--- src/rtl/mux_bus_seq.sv ---
module mux_bus_seq #(
  parameter int AW = 20,
  parameter int DW = 16
) (
  input  logic          clk,
  input  logic          rst_n,
  input  logic          req_valid,
  input  logic          req_write,
  input  logic [AW-1:0] req_addr,
  input  logic          req_hi,
  input  logic [DW-1:0] req_wdata,
  output logic          req_ready,
  output logic [AW-1:0] ad_out,
  output logic          ad_oe,
  input  logic [DW-1:0] ad_in,
  output logic          ale,
  output logic          bhe_n,
  output logic          den,
  output logic          dt_r,
  input  logic          ready_in,
  output logic          rsp_valid,
  output logic [DW-1:0] rsp_rdata,
  output logic [2:0]    bus_state
);
  localparam logic [2:0] S_IDLE = 3'd0, S_T1 = 3'd1, S_T2 = 3'd2,
                         S_T3 = 3'd3, S_TW = 3'd4, S_T4 = 3'd5;

  logic [2:0]    st, st_nx;
  logic [AW-1:0] a_q;
  logic          w_q, hi_q;
  logic [DW-1:0] wd_q, rd_q;

  wire take    = req_valid & req_ready;
  wire smp     = (st == S_T3) | (st == S_TW);
  wire data_ph = (st == S_T2) | smp | (st == S_T4);

  always_comb begin
    st_nx = st;
    case (st)
      S_IDLE:      st_nx = take ? S_T1 : S_IDLE;
      S_T1:        st_nx = S_T2;
      S_T2:        st_nx = S_T3;
      S_T3, S_TW:  st_nx = ready_in ? S_T4 : S_TW;
      S_T4:        st_nx = take ? S_T1 : S_IDLE;
      default:     st_nx = S_IDLE;
    endcase
  end

  always_ff @(posedge clk or negedge rst_n) begin
    if (!rst_n) begin
      st   <= S_IDLE;
      a_q  <= '0;
      w_q  <= 1'b0;
      hi_q <= 1'b0;
      wd_q <= '0;
      rd_q <= '0;
    end else begin
      st <= st_nx;
      if (take) begin
        a_q  <= req_addr;
        w_q  <= req_write;
        hi_q <= req_hi;
        wd_q <= req_wdata;
      end
      if (smp && ready_in && !w_q) rd_q <= ad_in;
    end
  end

  assign req_ready = (st == S_IDLE) | (st == S_T4);
  assign ale       = (st == S_T1);
  assign den       = data_ph;
  assign dt_r      = (st != S_IDLE) & w_q;
  assign ad_oe     = (st == S_T1) | (data_ph & w_q);
  assign ad_out    = (st == S_T1) ? a_q : (data_ph & w_q) ? AW'(wd_q) : '0;
  assign bhe_n     = ~((st == S_T1) & hi_q);
  assign rsp_valid = (st == S_T4);
  assign rsp_rdata = rd_q;
  assign bus_state = st;
endmodule


--- config.mk ---
export PLATFORM = sky130hd
export DESIGN_NAME = mux_bus_seq
export DESIGN_NICKNAME = d
export VERILOG_FILES = /design/src/rtl/mux_bus_seq.sv
export SDC_FILE = /design/constraint.sdc
export NUM_CORES = 1
export LEC_CHECK = 0
export BUFFER_PORTS_ARGS = -buffer_cell sky130_fd_sc_hd__buf_2
export CELL_PAD_IN_SITES_DETAIL_PLACEMENT = 1
export CELL_PAD_IN_SITES_GLOBAL_PLACEMENT = 1
export CORE_UTILIZATION = 39
export DETAILED_ROUTE_END_ITERATION = 16
export GPL_TIMING_DRIVEN = 0
export PLACE_DENSITY_LB_ADDON = 0.1
export SYNTH_ARGS = -nofsm -noshare
export SYNTH_HDL_FRONTEND = slang
export SYNTH_SLANG_ARGS = --single-unit
export TNS_END_PERCENT = 10
--- constraint.sdc ---
create_clock -name clk -period 1.8 [get_ports clk]
set_input_delay 0.18 -clock clk [delete_from_list [all_inputs] [get_ports clk]]
set_output_delay 0.18 -clock clk [all_outputs]
set_load 0.02 [all_outputs]
# After elaboration in Yosys (flattened, before gate mapping)
# Cells that the tools add are included.
dict set report word_totals {
  regBits 57
  output_inout_bits 46
  in_bits 58
}
dict set report op_classes {
  n_reduce_logical 7
  n_eq_ne 5
  mux 5
  n_bitwise 10
}
# cell count
set op_table {}
lappend op_table {{20-bit two-way mux} 1}
lappend op_table {{16-bit two-way mux} 1}
lappend op_table {{3-bit case mux with 4 select lines} 1}
lappend op_table {{3-bit by 2-bit == test with 1-bit output, second input constant} 2}
lappend op_table {{3-bit == test, second input constant} 2}
lappend op_table {{1-bit bitwise OR} 5}
lappend op_table {{1-bit bitwise AND} 4}
lappend op_table {{2-bit OR reduction} 2}
lappend op_table {{3-bit by 1-bit == test with 1-bit output, second input constant} 1}
lappend op_table {{3-bit zero test} 1}
lappend op_table {{3-bit nonzero test} 1}
lappend op_table {{1-bit logical AND} 2}
lappend op_table {{1-bit two-way mux} 2}
lappend op_table {{1-bit zero test} 1}
lappend op_table {{1-bit inverter} 1}

# Longest topological paths before layout
dict set report logic_depth {
  word_depth 7
  mapped_depth 6
}

# Least setup slack after synthesis
# Ideal clock, no wire load.
dict set report synth_timing {
  path_type {flip-flop to output port}
  from {reg st[1] (netlist: bus_state[1])}
  to {out ad_out[10]}
  slack_ns -0.482
  stages_incl_launch_ff 7
  n_path_buf 2
  arrival_ns 2.102
  t_required_ns 1.620
  cell_sequence {dfrtp_1 -> ha_1 -> and2_1 -> clkbuf_1 -> clkbuf_1 -> nand2_1 -> o21ai_0}
}
dict set report synth_via {
  elab_chain_len 7
  word_cells_on_any_way 11
  classes_between {5 x eq/ne; 2 x mux; 4 x bitwise}
}
# element line
set synth_rtl {}
lappend synth_rtl {{start: declaration} 28} ;# logic [2:0] st, st_nx;
lappend synth_rtl {{start signal: assignment} 58} ;# st <= st_nx;
lappend synth_rtl {{3-bit by 2-bit == test with 1-bit output / 3-bit == test (equally long branches)} 34} ;# wire smp = (st == S_T3) | (st == S_TW);
lappend synth_rtl {{1-bit bitwise OR} 34}
lappend synth_rtl {{1-bit bitwise OR} 35} ;# wire data_ph = (st == S_T2) | smp | (st == S_T4);
lappend synth_rtl {{1-bit bitwise OR (*)} 35}
lappend synth_rtl {{named net den} 18} ;# output logic den,
lappend synth_rtl {{1-bit bitwise AND (*)} 74} ;# assign ad_out = (st == S_T1) ? a_q : (data_ph & w_q) ? AW'(wd_q) : '0;
lappend synth_rtl {{16-bit two-way mux (*)} 74}
lappend synth_rtl {{20-bit two-way mux (*)} 74}
lappend synth_rtl {{end: declaration} 13} ;# output logic [AW-1:0] ad_out,
# Mark *: on every way through the listed nets, which the timed path passes. The rest lies on a longest branch.

# Worst setup path in the final report
dict set report layout_timing {
  from {reg st[1] (netlist: bus_state[1])}
  to {out ad_out[9]}
}
dict set report layout_via {
  elab_chain_len 7
  word_cells_on_any_way 11
  classes_between {5 x eq/ne; 2 x mux; 4 x bitwise}
}
# element line
set layout_rtl {}
lappend layout_rtl {{3-bit by 2-bit == test with 1-bit output / 3-bit == test (equally long branches)} 34}
lappend layout_rtl {{1-bit bitwise OR} 34}
lappend layout_rtl {{1-bit bitwise OR (2 in series)} 35}
lappend layout_rtl {{1-bit bitwise AND} 74}
lappend layout_rtl {{16-bit two-way mux} 74}
lappend layout_rtl {{20-bit two-way mux (*)} 74}
# Mark *: on every way between the ends. The rest lies on a longest branch, timed or not.

==> results.ini <==
[floorplanning]
start_util_pct = 40.81
num_io_pins = 104
die_h_um = 89.59
core_area_um2 = 7331
rows = 31
fp.dieW_um = 89.59
dieArea_um2 = 8025

[worst_setup_path]
crit_fanout = 5
rrSetupSlack_ns = 0.01
cp_num_cells = 7
worstSetupEndpointType = primary output
max_stage_delay_ns = 0.43
crit_slowest_cell = dfrtp_2
r2r_start = bus_state[2]$_DFF_PN0_
cp-startpoint = bus_state[1]$_DFF_PN0_
cp.arrival_ns = 1.80
worstPathCellList = buf_4 > nor3b_4 > buf_6 > clkbuf_16 > nand2_1 > o21ai_2 > buf_6
critPathBufInv = 4
crit_path_frequent_cell = buf_6
reg2reg_to = wd_q[5]$_DFFE_PN0P_
cp_data_required_time_ns = 1.62
reg2reg_depth = 6
critPathLaunchType = flop
critical_path_class = flop to primary output
crit_family = buffers and inverters
worstSetupEndpoint = ad_out[9]

[cts]
htree_levels = 3
cts_inserted_buffers = 9
cts_buffer_depth = 2
cts_sinks = 57
path_clk_slew_ns = 0.08
cts-root-buf = clkbuf_8
clock_latency_ns = 0.35
cts_tree = built

[routing]
route.detailed.drc = 0
vias_per_cell = 5.520
drt-initial-drc-count = 84
first_pass_iters = 4
via_count = 2622
postRouteAntennaNets = 0
totalWireLength_um = 8949
wl_per_cell_um = 18.84

[grt]
grt_max_degree = 58
global_route.usage.met1_pct = 29.52
grt_overflow = 0
grt_pass1_wl_um = 12740
grt_usage_pct = 21.87
grt_pass1_vias = 2479
grt.busiest_layer = met2
grtUsageMet3_pct = 6.124
antenna_found_initial = 0
met2_usage_pct = 33.40

[logic_synthesis]
synthXorXnorAreaFrac_pct = 0.5855
synth_edf_count = 0
yosys.area_share.simple_pct = 8.114
synth_top_area_cell = dfrtp_1
async_flop_share_pct = 100.0
synthMuxAreaShare_pct = 17.15
synth_compound_area_share_pct = 20.28
avgSynthCellArea_um2 = 12.06
ys_warn_count = 0
ys_seq_elements = 57
yosysSeqAreaShare_pct = 47.68
synth_cell_type_count = 31
synth_cells = 248
ys_top_cells_by_area = dfrtp_1 (48%), a32o_1 (11%), mux2_4 (10%), mux2_2 (6.8%), a221o_1 (5.4%)
syn-num-nets = 307
synth_top_family_by_area = compound AO/OA/AOI/OAI gates
post-synth-top-area-fraction_pct = 47.68
netlist_area_um2 = 2992
synth_fa_ha_area_share_pct = 0.4182
synth_top_flop_cell = dfrtp_1

[layout]
drive_gt1_share_pct = 57.98
synthToLayoutAreaGrowth_pct = 43.41
insertedDiodeCount = 0
final-seq-area_um2 = 1429
fin_util_pct = 58.53
multiInputGateArea_um2 = 1514
final_common_cell = buf_2
fin_nets = 430
fillCellCount = 772
final_cell_mix = buf_2 (87), dfrtp_1 (55), a32o_1 (32)

[timing]
max_freq_mhz = 504.9
fin_crit_sh_pct = 110.0
worst_slew_margin_rel_pct = 49.87
worst-slew-pin-transition_ns = 0.7519
maxSlewViolCount = 0
setup_slack_ns = -0.1805
rsz0062_at_grt = yes
setup_violations = 24
hold_violations = 0
finClkSkew_ns = 0.009830
fin_crit_ns = 1.980

[status]
violations = setup timing
status = finished, violations left

[placement]
gp_congestion = 0.7144
hpwl_um = 5748
io_buffer_count = 103
pre_cts_slack_ns = -0.2672

[pwr]
vdd_ir_drop_max_mv = 0.8496
p_leak_uw = 0.001941
p_per_area_nw_per_um2 = 2130

[hold_path]
hp-start = req_wdata[6]
min-delay-path-class = primary input to flop

[job]
maxCapViolCount = 0

==> how the worst min path moves through the flow <==
stage | slack, ns | end | depth (start not counted)
floorplan | -0.12 | a_q[0]$_DFFE_PN0P_ | 0
global placement | 0.41 | wd_q[10]$_DFFE_PN0P_ | 2
detailed placement | 0.42 | wd_q[9]$_DFFE_PN0P_ | 2
CTS | 0.04 | wd_q[3]$_DFFE_PN0P_ | 2
global route | 0.05 | wd_q[3]$_DFFE_PN0P_ | 2
finish | 0.06 | wd_q[6]$_DFFE_PN0P_ | 2
==> per-stage QoR <==
step,cell area (um^2),hold slack [ns],std cells,power (uW),setup TNS (ns)
2_1_floorplan,3040,-0.1156,248,5556,-0.03699
3_3_place_gp,3680,0.4106,450,6699,-3.397
3_5_place_dp,3680,0.4167,450,6826,-3.214
4_1_cts,4095,0.04081,471,8713,-4.067
5_1_grt,4290,0.04571,475,9664,-5.780
6_report,4290,0.05653,475,9137,-3.043
==> state kept, by name, indices dropped and copies added, names as in the netlist <==
signal,flops
w_q,1
wd_q,16
hi_q,1
bus_state,3
a_q,20
rsp_rdata,16
==> power by group <==
| part | internal (uW) | leakage (uW) | switching (uW) |
|---|---|---|---|
| clock network | 650 | 0.0000960 | 593 |
| logic | 2770 | 0.00118 | 2680 |
| registers | 1960 | 0.000666 | 489 |
| total | 5370 | 0.00194 | 3760 |
==> routing by layer <==
layer | up-vias | wire length, um | share of wire [%]
li1 | 1196 | - | -
met1 | 1334 | 4020 | 45
met2 | 81 | 4275 | 48
met3 | 11 | 499 | 5.6
met4 | 0 | 154 | 1.7
met5 | - | 0 | 0
==> cells in the mapped netlist (2+ instances only) <==
cell      number
dfrtp_1       57
and2_1         7
nor3b_2        2
mux2_2        18
buf_2         10
mux2_4        20
buf_4          4
nor2b_1        2
a32o_1        32
nor2_1         3
nand2_1       33
clkbuf_1       9
a221o_1       16
buf_12         2
o21ai_0       16
nor3b_1        2
==> logic make-up (layout without fill, tap and decap cells) <==
logic type / count (synthesis) / after routing
muxes: 39 / 39
and+or+nand+nor: 51 / 51
AOI/OAI and AO/OA: 70 / 70
xor gates and xnor gates: 2 / 2
DFF: 57 / 57
adders and majority gates: 1 / 1
buffers and inverters: 28 / 156
==> repair_timing <==
action | 4_1_cts | 5_1_grt
gates resized for setup | 52 | 41
endpoints found under the setup margin | 37 | 64
endpoints found under the hold margin | 0 | 57
pin swaps | 4 | 7
buffers inserted | 4 | 2
hold buffers | 0 | 1
gates cloned | 1 | 2
==> cell type report <==
cell class	instances	area share (%)
plain buffers	26	5.833
clock buffers	9	2.887
clock inverters	7	1.866
inverters	1	0.08749
multi-input cells	163	35.29
flip-flops and latches	57	33.30
well taps	99	2.887
repair buffers	113	17.85
No activity file was read; power rests on OpenSTA's default activity.
